--- src/rtl/dram_pkg.sv ---
package dram_pkg;
  typedef enum logic [2:0] {
    S_IDLE, S_ROW, S_RAS, S_COL, S_WAIT, S_CAS, S_OPEN
  } dram_state_e;

  // column width selected by the shift code, clamped at the last step
  function automatic int unsigned col_bits(input logic [2:0] code,
                                           input int unsigned min_cb,
                                           input int unsigned steps);
    int unsigned c;
    c = int'(code);
    if (c > steps - 1) c = steps - 1;
    return min_cb + c;
  endfunction
endpackage

--- src/rtl/dram_addr_mux.sv ---
module dram_addr_mux #(
  parameter int unsigned ADDR_W = 24,
  parameter int unsigned MUX_W  = 13,
  parameter int unsigned MIN_CB = 8,
  parameter int unsigned STEPS  = 4
) (
  input  logic [ADDR_W-1:0] addr_i,
  input  logic [2:0]        shift_i,
  output logic [MUX_W-1:0]  row_ma_o,
  output logic [MUX_W-1:0]  col_ma_o,
  output logic [ADDR_W-1:0] row_key_o
);
  int unsigned cb;
  logic [ADDR_W-1:0] col_mask;

  always_comb begin
    cb        = dram_pkg::col_bits(shift_i, MIN_CB, STEPS);
    col_mask  = ~({ADDR_W{1'b1}} << cb);
    row_key_o = addr_i >> (cb + 1);
    row_ma_o  = MUX_W'(row_key_o);
    col_ma_o  = MUX_W'((addr_i >> 1) & col_mask);
  end
endmodule

--- src/rtl/dram_page_tracker.sv ---
module dram_page_tracker #(
  parameter int unsigned ADDR_W = 24
) (
  input  logic              clk_i,
  input  logic              rst_ni,
  input  logic              load_i,
  input  logic [ADDR_W-1:0] key_i,
  output logic              hit_o
);
  logic [ADDR_W-1:0] open_row_q;

  always_ff @(posedge clk_i or negedge rst_ni) begin
    if (!rst_ni)     open_row_q <= '0;
    else if (load_i) open_row_q <= key_i;
  end

  assign hit_o = (key_i == open_row_q);
endmodule

--- src/rtl/dram_seq.sv ---
module dram_seq #(
  parameter int unsigned WAIT_W = 2
) (
  input  logic               clk_i,
  input  logic               rst_ni,
  input  logic               req_i,
  input  logic               burst_i,
  input  logic               hit_i,
  input  logic [WAIT_W-1:0]  wait_i,
  output dram_pkg::dram_state_e state_o,
  output logic               hit_go_o
);
  import dram_pkg::*;

  dram_state_e st_q, st_d;
  logic [WAIT_W-1:0] cnt_q, cnt_d;

  // open page reused as the column-address state of the next access
  assign hit_go_o = (st_q == S_OPEN) && req_i && burst_i && hit_i;
  assign state_o  = st_q;

  always_comb begin
    st_d  = st_q;
    cnt_d = cnt_q;
    unique case (st_q)
      S_IDLE: if (req_i) st_d = S_ROW;
      S_ROW:  st_d = S_RAS;
      S_RAS:  st_d = S_COL;
      S_COL: begin
        if (wait_i != '0) begin st_d = S_WAIT; cnt_d = wait_i; end
        else st_d = S_CAS;
      end
      S_WAIT: begin
        cnt_d = cnt_q - WAIT_W'(1);
        if (cnt_q == WAIT_W'(1)) st_d = S_CAS;
      end
      S_CAS:  st_d = S_OPEN;
      S_OPEN: begin
        if (hit_go_o) begin
          if (wait_i != '0) begin st_d = S_WAIT; cnt_d = wait_i; end
          else st_d = S_CAS;
        end else if (req_i) st_d = S_ROW;  // this state was the precharge
        else st_d = S_IDLE;
      end
      default: st_d = S_IDLE;
    endcase
  end

  always_ff @(posedge clk_i or negedge rst_ni) begin
    if (!rst_ni) begin
      st_q  <= S_IDLE;
      cnt_q <= '0;
    end else begin
      st_q  <= st_d;
      cnt_q <= cnt_d;
    end
  end
endmodule

--- src/rtl/dram_fpc.sv ---
module dram_fpc #(
  parameter int unsigned ADDR_W = 24,
  parameter int unsigned DATA_W = 16,
  parameter int unsigned MUX_W  = 13,
  parameter int unsigned MIN_CB = 8,
  parameter int unsigned STEPS  = 4,
  parameter int unsigned WAIT_W = 2
) (
  input  logic              clk_i,
  input  logic              rst_ni,
  input  logic              req_i,
  input  logic              we_i,
  input  logic [ADDR_W-1:0] addr_i,
  input  logic [DATA_W-1:0] wdata_i,
  input  logic [1:0]        be_i,
  output logic              ready_o,
  output logic [DATA_W-1:0] rdata_o,
  input  logic              cfg_burst_i,
  input  logic [2:0]        cfg_shift_i,
  input  logic [WAIT_W-1:0] cfg_wait_i,
  output logic              ras_n_o,
  output logic              ucas_n_o,
  output logic              lcas_n_o,
  output logic              we_n_o,
  output logic              oe_n_o,
  output logic [MUX_W-1:0]  ma_o,
  output logic [DATA_W-1:0] dq_o,
  output logic              dq_oe_o,
  input  logic [DATA_W-1:0] dq_i
);
  import dram_pkg::*;
  localparam int unsigned LANES = 2;

  dram_state_e       state;
  logic              hit, hit_go;
  logic [MUX_W-1:0]  row_ma, col_ma;
  logic [ADDR_W-1:0] row_key;
  logic              col_phase, cas_act, ras_act;
  logic [LANES-1:0]  cas_n;

  dram_addr_mux #(.ADDR_W(ADDR_W), .MUX_W(MUX_W), .MIN_CB(MIN_CB), .STEPS(STEPS)) u_mux (
    .addr_i(addr_i), .shift_i(cfg_shift_i),
    .row_ma_o(row_ma), .col_ma_o(col_ma), .row_key_o(row_key));

  dram_page_tracker #(.ADDR_W(ADDR_W)) u_page (
    .clk_i(clk_i), .rst_ni(rst_ni), .load_i(state == S_RAS),
    .key_i(row_key), .hit_o(hit));

  dram_seq #(.WAIT_W(WAIT_W)) u_seq (
    .clk_i(clk_i), .rst_ni(rst_ni), .req_i(req_i), .burst_i(cfg_burst_i),
    .hit_i(hit), .wait_i(cfg_wait_i), .state_o(state), .hit_go_o(hit_go));

  assign col_phase = (state == S_COL) || (state == S_WAIT) || (state == S_CAS) || hit_go;
  assign cas_act   = (state == S_WAIT) || (state == S_CAS);
  assign ras_act   = (state == S_RAS) || col_phase;

  for (genvar l = 0; l < LANES; l++) begin : g_lane
    assign cas_n[l] = !(cas_act && be_i[l]);
  end

  assign ras_n_o  = !ras_act;
  assign lcas_n_o = cas_n[0];
  assign ucas_n_o = cas_n[1];
  assign ma_o     = col_phase ? col_ma : row_ma;
  assign we_n_o   = !(col_phase && we_i);
  assign oe_n_o   = !(col_phase && !we_i);
  assign dq_oe_o  = col_phase && we_i;
  assign dq_o     = wdata_i;
  assign ready_o  = (state == S_CAS);
  assign rdata_o  = dq_i;
endmodule

--- config.mk ---
export PLATFORM = sky130hd
export DESIGN_NAME = dram_fpc
export DESIGN_NICKNAME = d
export VERILOG_FILES = /design/src/rtl/dram_pkg.sv /design/src/rtl/dram_addr_mux.sv /design/src/rtl/dram_page_tracker.sv /design/src/rtl/dram_seq.sv /design/src/rtl/dram_fpc.sv
export SDC_FILE = /design/constraint.sdc
export NUM_CORES = 1
export LEC_CHECK = 0
export BUFFER_PORTS_ARGS = -buffer_cell sky130_fd_sc_hd__buf_4
export CORE_MARGIN = 1
export CORE_UTILIZATION = 52
export DETAILED_ROUTE_END_ITERATION = 10
export PLACE_DENSITY_LB_ADDON = 0.1
export SYNTH_ARGS = -nofsm -noshare
export SYNTH_HDL_FRONTEND = slang
export SYNTH_SLANG_ARGS = --single-unit
--- constraint.sdc ---
create_clock -name clk_i -period 12.4 [get_ports clk_i]
set_input_delay 2.48 -clock clk_i [delete_from_list [all_inputs] [get_ports clk_i]]
set_output_delay 2.48 -clock clk_i [all_outputs]
set_load 0.005 [all_outputs]
[Yosys cells after proc, flatten, opt, wreduce, memory -nomap -nowiden]
Index checks and enable logic that the tools add are counted.
Operators by class
  muxes and demuxes: 11
  bitwise logic cells: 2
  add/sub/neg operators: 3
  shift operators: 2
  eq/ne operators: 11
  reductions and logical operators: 23
  $lt $le $gt $ge: 1
Operator list (number)
  adder 32 x 1 -> 32 bit, second input constant: 1
  left shift 24 x 32 -> 13 bit, first input constant: 1
  >> shifter 24 x 32 -> 24 bit: 1
  equality test 24 bit: 1
  case mux 3 bit (7 select lines): 1
  AND 13 bit: 1
  2-to-1 mux 13 bit: 1
  inverter 13 bit: 1
  2-to-1 mux 3 bit: 4
  equality test 3 bit, second input constant: 3
  logical AND 1 bit: 7
  equality test 3 x 2 -> 1 bit, second input constant: 2
  logical NOT 1 bit: 6
  case mux 2 bit (3 select lines): 1
  adder 4 x 3 -> 5 bit, first input constant: 1
  logical OR 1 bit: 5
  2-to-1 mux 2 bit: 2
  != test 2 bit, second input constant: 2
  AND reduction 2 bit: 2
  equality test 3 x 1 -> 1 bit, second input constant: 1
  > comparator 3 x 2 -> 1 bit, second input constant: 1
  logical NOT 3 bit: 1
  nonzero test 3 bit: 1
  equality test 2 x 1 -> 1 bit, second input constant: 1
  other kinds (4): 5
Storage, ports and cells
  logic and storage cells: 56
  register bits: 29
  input bits: 68
  output and inout bits: 52

[Depth between registers and ports, before layout]
  depth after elaboration: 10
  gate-level depth with buffers: 15

[Cells and area by module]
A second synthesis with hierarchy kept.
Second synthesis, totals
  cells, all modules: 396
  area total of the unflattened synthesis: 3559.7 µm²
Modules (own cells, without submodules)
  dram_page_tracker: cells each 83, seq. area each 600.6 µm², area each 1154.9 µm², times used 1
  dram_addr_mux: cells each 148, seq. area each 0.0 µm², area each 1111.1 µm², times used 1
  dram_fpc: cells each 123, seq. area each 0.0 µm², area each 919.6 µm², times used 1
  dram_seq: cells each 42, seq. area each 125.1 µm², area each 374.1 µm², times used 1

[Least setup slack after synthesis]
Ideal clock, no wire load.
  path type: input-to-output
  from: input port cfg_shift_i[0]
  to: output port oe_n_o
  slack: 4.314 ns
  arrival time: 5.606 ns
  buffers on the path: 4
  stages: 14
  cell sequence: or2_4 -> buf_6 -> buf_2 -> ha_1 -> ha_1 -> clkbuf_1 -> nor2_2 -> nand2_1 -> or3_1 -> a2111oi_4 -> and4_4 -> a21oi_4 -> buf_6 -> or2_1
Between the ends
  word-level cells in the longest chain between the ends: 10
Ends and longest elaborated chain
  start, declared: RTL line dram_fpc.sv:19  | input logic [2:0] cfg_shift_i,
  > comparator 3 x 2 -> 1 bit: RTL line dram_pkg.sv:12  | if (c > steps - 1) c = steps - 1;
  2-to-1 mux 3 bit *: RTL line dram_pkg.sv:12
  adder 4 x 3 -> 5 bit *: RTL line dram_pkg.sv:13  | return min_cb + c;
  adder 32 x 1 -> 32 bit *: RTL line dram_addr_mux.sv:19  | row_key_o = addr_i >> (cb + 1);
  >> shifter 24 x 32 -> 24 bit *: RTL line dram_addr_mux.sv:19
  equality test 24 bit *: RTL line dram_page_tracker.sv:17  | assign hit_o = (key_i == open_row_q);
  logical AND 1 bit *: RTL line dram_seq.sv:19  | assign hit_go_o = (st_q == S_OPEN) && req_i && burst_i && hit_i;
  logical OR 1 bit *: RTL line dram_fpc.sv:53  | assign col_phase = (state == S_COL) || (state == S_WAIT) || (state == S_CAS) || hit_go;
  logical AND 1 bit *: RTL line dram_fpc.sv:66  | assign oe_n_o = !(col_phase && !we_i);
  logical NOT 1 bit *: RTL line dram_fpc.sv:66
  end, declared: RTL line dram_fpc.sv:25  | output logic oe_n_o,
Mark *: on every way between the ends. The rest lies on a longest branch, timed or not.

[Worst setup path after layout]
  from: input port cfg_shift_i[0]
  to: output port ma_o[4]
Between the ends
  word-level cells in the longest chain between the ends: 9
  elaborated cells between the ends (all ways): 12
  those cells by class: 2 x add/sub; 1 x order compare; 1 x eq/ne; 2 x shift; 2 x mux; 2 x bitwise; 2 x reduce/logical
Ends and longest elaborated chain
  > comparator 3 x 2 -> 1 bit: RTL line dram_pkg.sv:12
  2-to-1 mux 3 bit *: RTL line dram_pkg.sv:12
  adder 4 x 3 -> 5 bit *: RTL line dram_pkg.sv:13
  adder 32 x 1 -> 32 bit: RTL line dram_addr_mux.sv:19
  >> shifter 24 x 32 -> 24 bit: RTL line dram_addr_mux.sv:19
  equality test 24 bit: RTL line dram_page_tracker.sv:17
  logical AND 1 bit: RTL line dram_seq.sv:19
  logical OR 1 bit: RTL line dram_fpc.sv:53
  2-to-1 mux 13 bit *: RTL line dram_fpc.sv:64  | assign ma_o = col_phase ? col_ma : row_ma;
  end, declared: RTL line dram_fpc.sv:26  | output logic [MUX_W-1:0] ma_o,
Marked as above.

==> reports/summary.txt <==
WP data arrival: 6.66 ns
number of diodes: 0
Worst path top cell family by delay: multiplexers
Setup CP Type: in2out
outcome: completed
Crit. path cell count: 11
gpl congestion: 0.914
setup TNS: 0 ns
endpoints failing hold: 0
DRC: 0
placed cells: 378
R2R Setup Slk: 9.91 ns
dpl hpwl: 4500 µm
CP endpoint: ma_o[4]
final setup vio count: 0
Final period util: 0.737
Die X: 74.3 µm
fraction of final layout cells sized beyond drive strength 1: 0.301
RSZ-0062 raised after global routing: no
Seq/Total Area, Yosys: 0.267
DR vias: 2312
All-Layer GR Usage: 0.241
Req. time, crit path: 9.92 ns
largest family of logic cells by synthesized area: simple AND/OR/NAND/NOR gates
most frequent cells in the layout: 54 x buf_4, 30 x nand2_1, 29 x dfrtp_1
crit path launch type: input port
WL/cell: 16.0 µm
I/O pin cnt: 120
most common cell after layout, fill and taps aside: buf_4
vias in the first global route: 2113
Post-Syn Instances: 304
grt total ovfl: 0
Post-synth top flop: dfrtp_1
Syn Nets: 377
area grow syn2layout: 11.3%
CTS Buffer Depth: 2
Synth Warn #: 0
area of the mapped netlist: 2720 µm²
CP max FO: 21
Slowest cell on crit path: ha_1
Compound-Gate Fraction of Synth Area: 0.167
Worst path most repeated cell: buf_4
vias per std cell: 5.99
Reg2Reg Depth: 7
RR Endpoint: u_seq.cnt_q[0]
Tightest Pin Transition: 1.07 ns
postcts setup bufs: 0
Post-Synth Simple-Gate Area: 0.194
clock skew: 0.00737 ns
first-pass GRT wire length: 10100 µm
Clk pin slew, worst setup/hold paths: 0.06 ns
TritonRoute pass-1 iters: 4
min-delay worst type: reg2reg
clk_lat worst skew: 0.28 ns
initial antenna violation count: 0
Initial Util: 0.558
Die ar.: 5530 µm²
Pwr per Cell Area: 180 nW/µm²
Peak VDD IR: 0.0755 mV
Peak Freq: 109 MHz
worst setup path startpoint: cfg_shift_i[0]
Max-slew headroom: 0.288
number of enable flip-flop cells after synthesis: 0
Max stage delay on crit path: 0.80 ns
port bufs: 54
largest net degree at the start of global routing: 39
Seq cells post-synth: 29
R2R Path Start: u_seq.state_o[2]
Synth cell types: 63
Num CTS Buffers: 5
Critical Path End Type: output port
nets: 391
worst path bufs/invs: 3
number of H-tree levels: 2
Routed Antenna Nets: 0
die height: 74.3 µm
mux share of post-synthesis cell area: 0.171
Max Cap Viol: 0
clk root buf: clkbuf_8
Power Total: 545 µW
Fillers: 445
syn_area_per_cell: 8.95 µm²
Layout Cells excl Fill: 386
CTS tree: done
Period minus WS final: 9.14 ns
PostCTS Resize Cnt: 0
xor/xnor cell area share of the yosys netlist: 0.0418
CP Cell Sequence: buf_4 > or2_4 > ha_1 > clkinv_1 > mux4_2 > mux2i_1 > nor4b_1 > or3_1 > a21oi_4 > mux2_2 > buf_4
core area: 4880 µm²
Sink Count: 29
row cnt: 25
leakage: 0.00139 µW
CTS hold repair buffers: 0
DRT iter0 DRCs: 119
Slew Limit Fails: 0
adder-cell share of the synthesized area: 0.0230
detailed-route wire length: 6180 µm
ys async rst share: 1.00
==> cell type report <==
type / count / area [µm²] / area share
multi-input cells: 214 / 1630 / 0.537
inverters: 14 / 52.6 / 0.0173
clock inverters: 3 / 65.1 / 0.0215
flip-flops and latches: 29 / 726 / 0.240
clock buffers: 5 / 68.8 / 0.0227
well taps: 67 / 83.8 / 0.0277
repair buffers: 54 / 405 / 0.134
==> synth_stat cells (all sizes together) (2+ instances only) <==
library cell / instances / area share
or3b: 2 / 0.0064
xnor2: 11 / 0.035
dfrtp: 29 / 0.27
a22oi: 4 / 0.013
nand3: 5 / 0.0092
clkbuf: 10 / 0.014
nor4b: 3 / 0.0097
nor4: 2 / 0.0069
nor2: 13 / 0.019
ha: 5 / 0.023
and2: 8 / 0.018
or3: 3 / 0.0069
mux4: 7 / 0.058
o211ai: 5 / 0.014
nand2b: 4 / 0.0092
a211o: 2 / 0.0064
mux2i: 18 / 0.066
o221a: 2 / 0.0083
a21o: 2 / 0.0055
nor3b: 2 / 0.0055
xor2: 2 / 0.0064
o31ai: 2 / 0.0055
mux2: 11 / 0.047
o21ai: 23 / 0.042
a22o: 2 / 0.0064
nor3: 10 / 0.020
nor2b: 6 / 0.014
a311oi: 2 / 0.0064
buf: 37 / 0.10
a21oi: 2 / 0.0078
inv: 13 / 0.018
or2: 5 / 0.012
nand2: 30 / 0.041
a31oi: 3 / 0.0069
==> through the flow <==
step / hold WS, ns / cell area (µm²) / utilization / setup WS, ns
2_1_floorplan: 0.454 / 2720 / - / 4.31
3_3_place_gp: 0.471 / 2900 / 0.593 / 3.30
3_5_place_dp: 0.475 / 2900 / 0.593 / 3.30
4_1_cts: 0.492 / 3030 / 0.621 / 3.27
5_1_grt: 0.502 / 3030 / 0.621 / 3.05
6_report: 0.488 / 3030 / 0.621 / 3.26
==> registers in the layout, indices dropped and copies added, names as in the netlist <==
register,count
u_page.open_row_q,24
u_seq.state_o,3
u_seq.cnt_q,2
==> metal layers <==
metal / routed length [µm] / part of all wire / up-vias / GRT usage
li1: - / - / 1084 / -
met1: 2840 / 0.46 / 1107 / 0.334
met2: 2810 / 0.45 / 110 / 0.375
met3: 440 / 0.071 / 11 / 0.0461
met4: 92 / 0.015 / 0 / 0.0881
met5: 0 / 0 / - / 0
==> worst register-to-register path: cells and delay by family (launching register included) <==
kind / cells / cell delay, ns
AO/OA/AOI/OAI: 2 / 0.58
AND/OR/NAND/NOR: 5 / 1.39
flip-flops: 1 / 0.46
==> logic make-up (layout without fill, tap and decap cells) <==
group / after synthesis / count (layout)
AO/OA/AOI/OAI: 61 / 61
XOR/XNOR: 13 / 13
adder cells (fa/ha/maj): 5 / 5
buffers and inverters: 61 / 76
flip-flops: 29 / 29
multiplexers: 36 / 36
other: 1 / 1
AND/OR/NAND/NOR: 98 / 98
==> report_power, final <==
part | internal, µW | switching [µW]
logic | 134 | 140
clock network | 79.8 | 38.8
registers | 125 | 28.2
total | 339 | 207
==> worst min path at each step <==
| stage | to | cells past startpoint | from |
|---|---|---|---|
| after floorplan | u_page.open_row_q[19] | 1 | u_page.open_row_q[19] |
| after global placement | u_page.open_row_q[16] | 1 | u_page.open_row_q[16] |
| after detailed placement | u_page.open_row_q[23] | 1 | u_page.open_row_q[23] |
| after CTS | u_page.open_row_q[21] | 1 | u_page.open_row_q[21] |
| after global routing | u_page.open_row_q[23] | 1 | u_page.open_row_q[23] |
| final | u_page.open_row_q[23] | 1 | u_page.open_row_q[23] |
(Power assumes the default switching activity.)
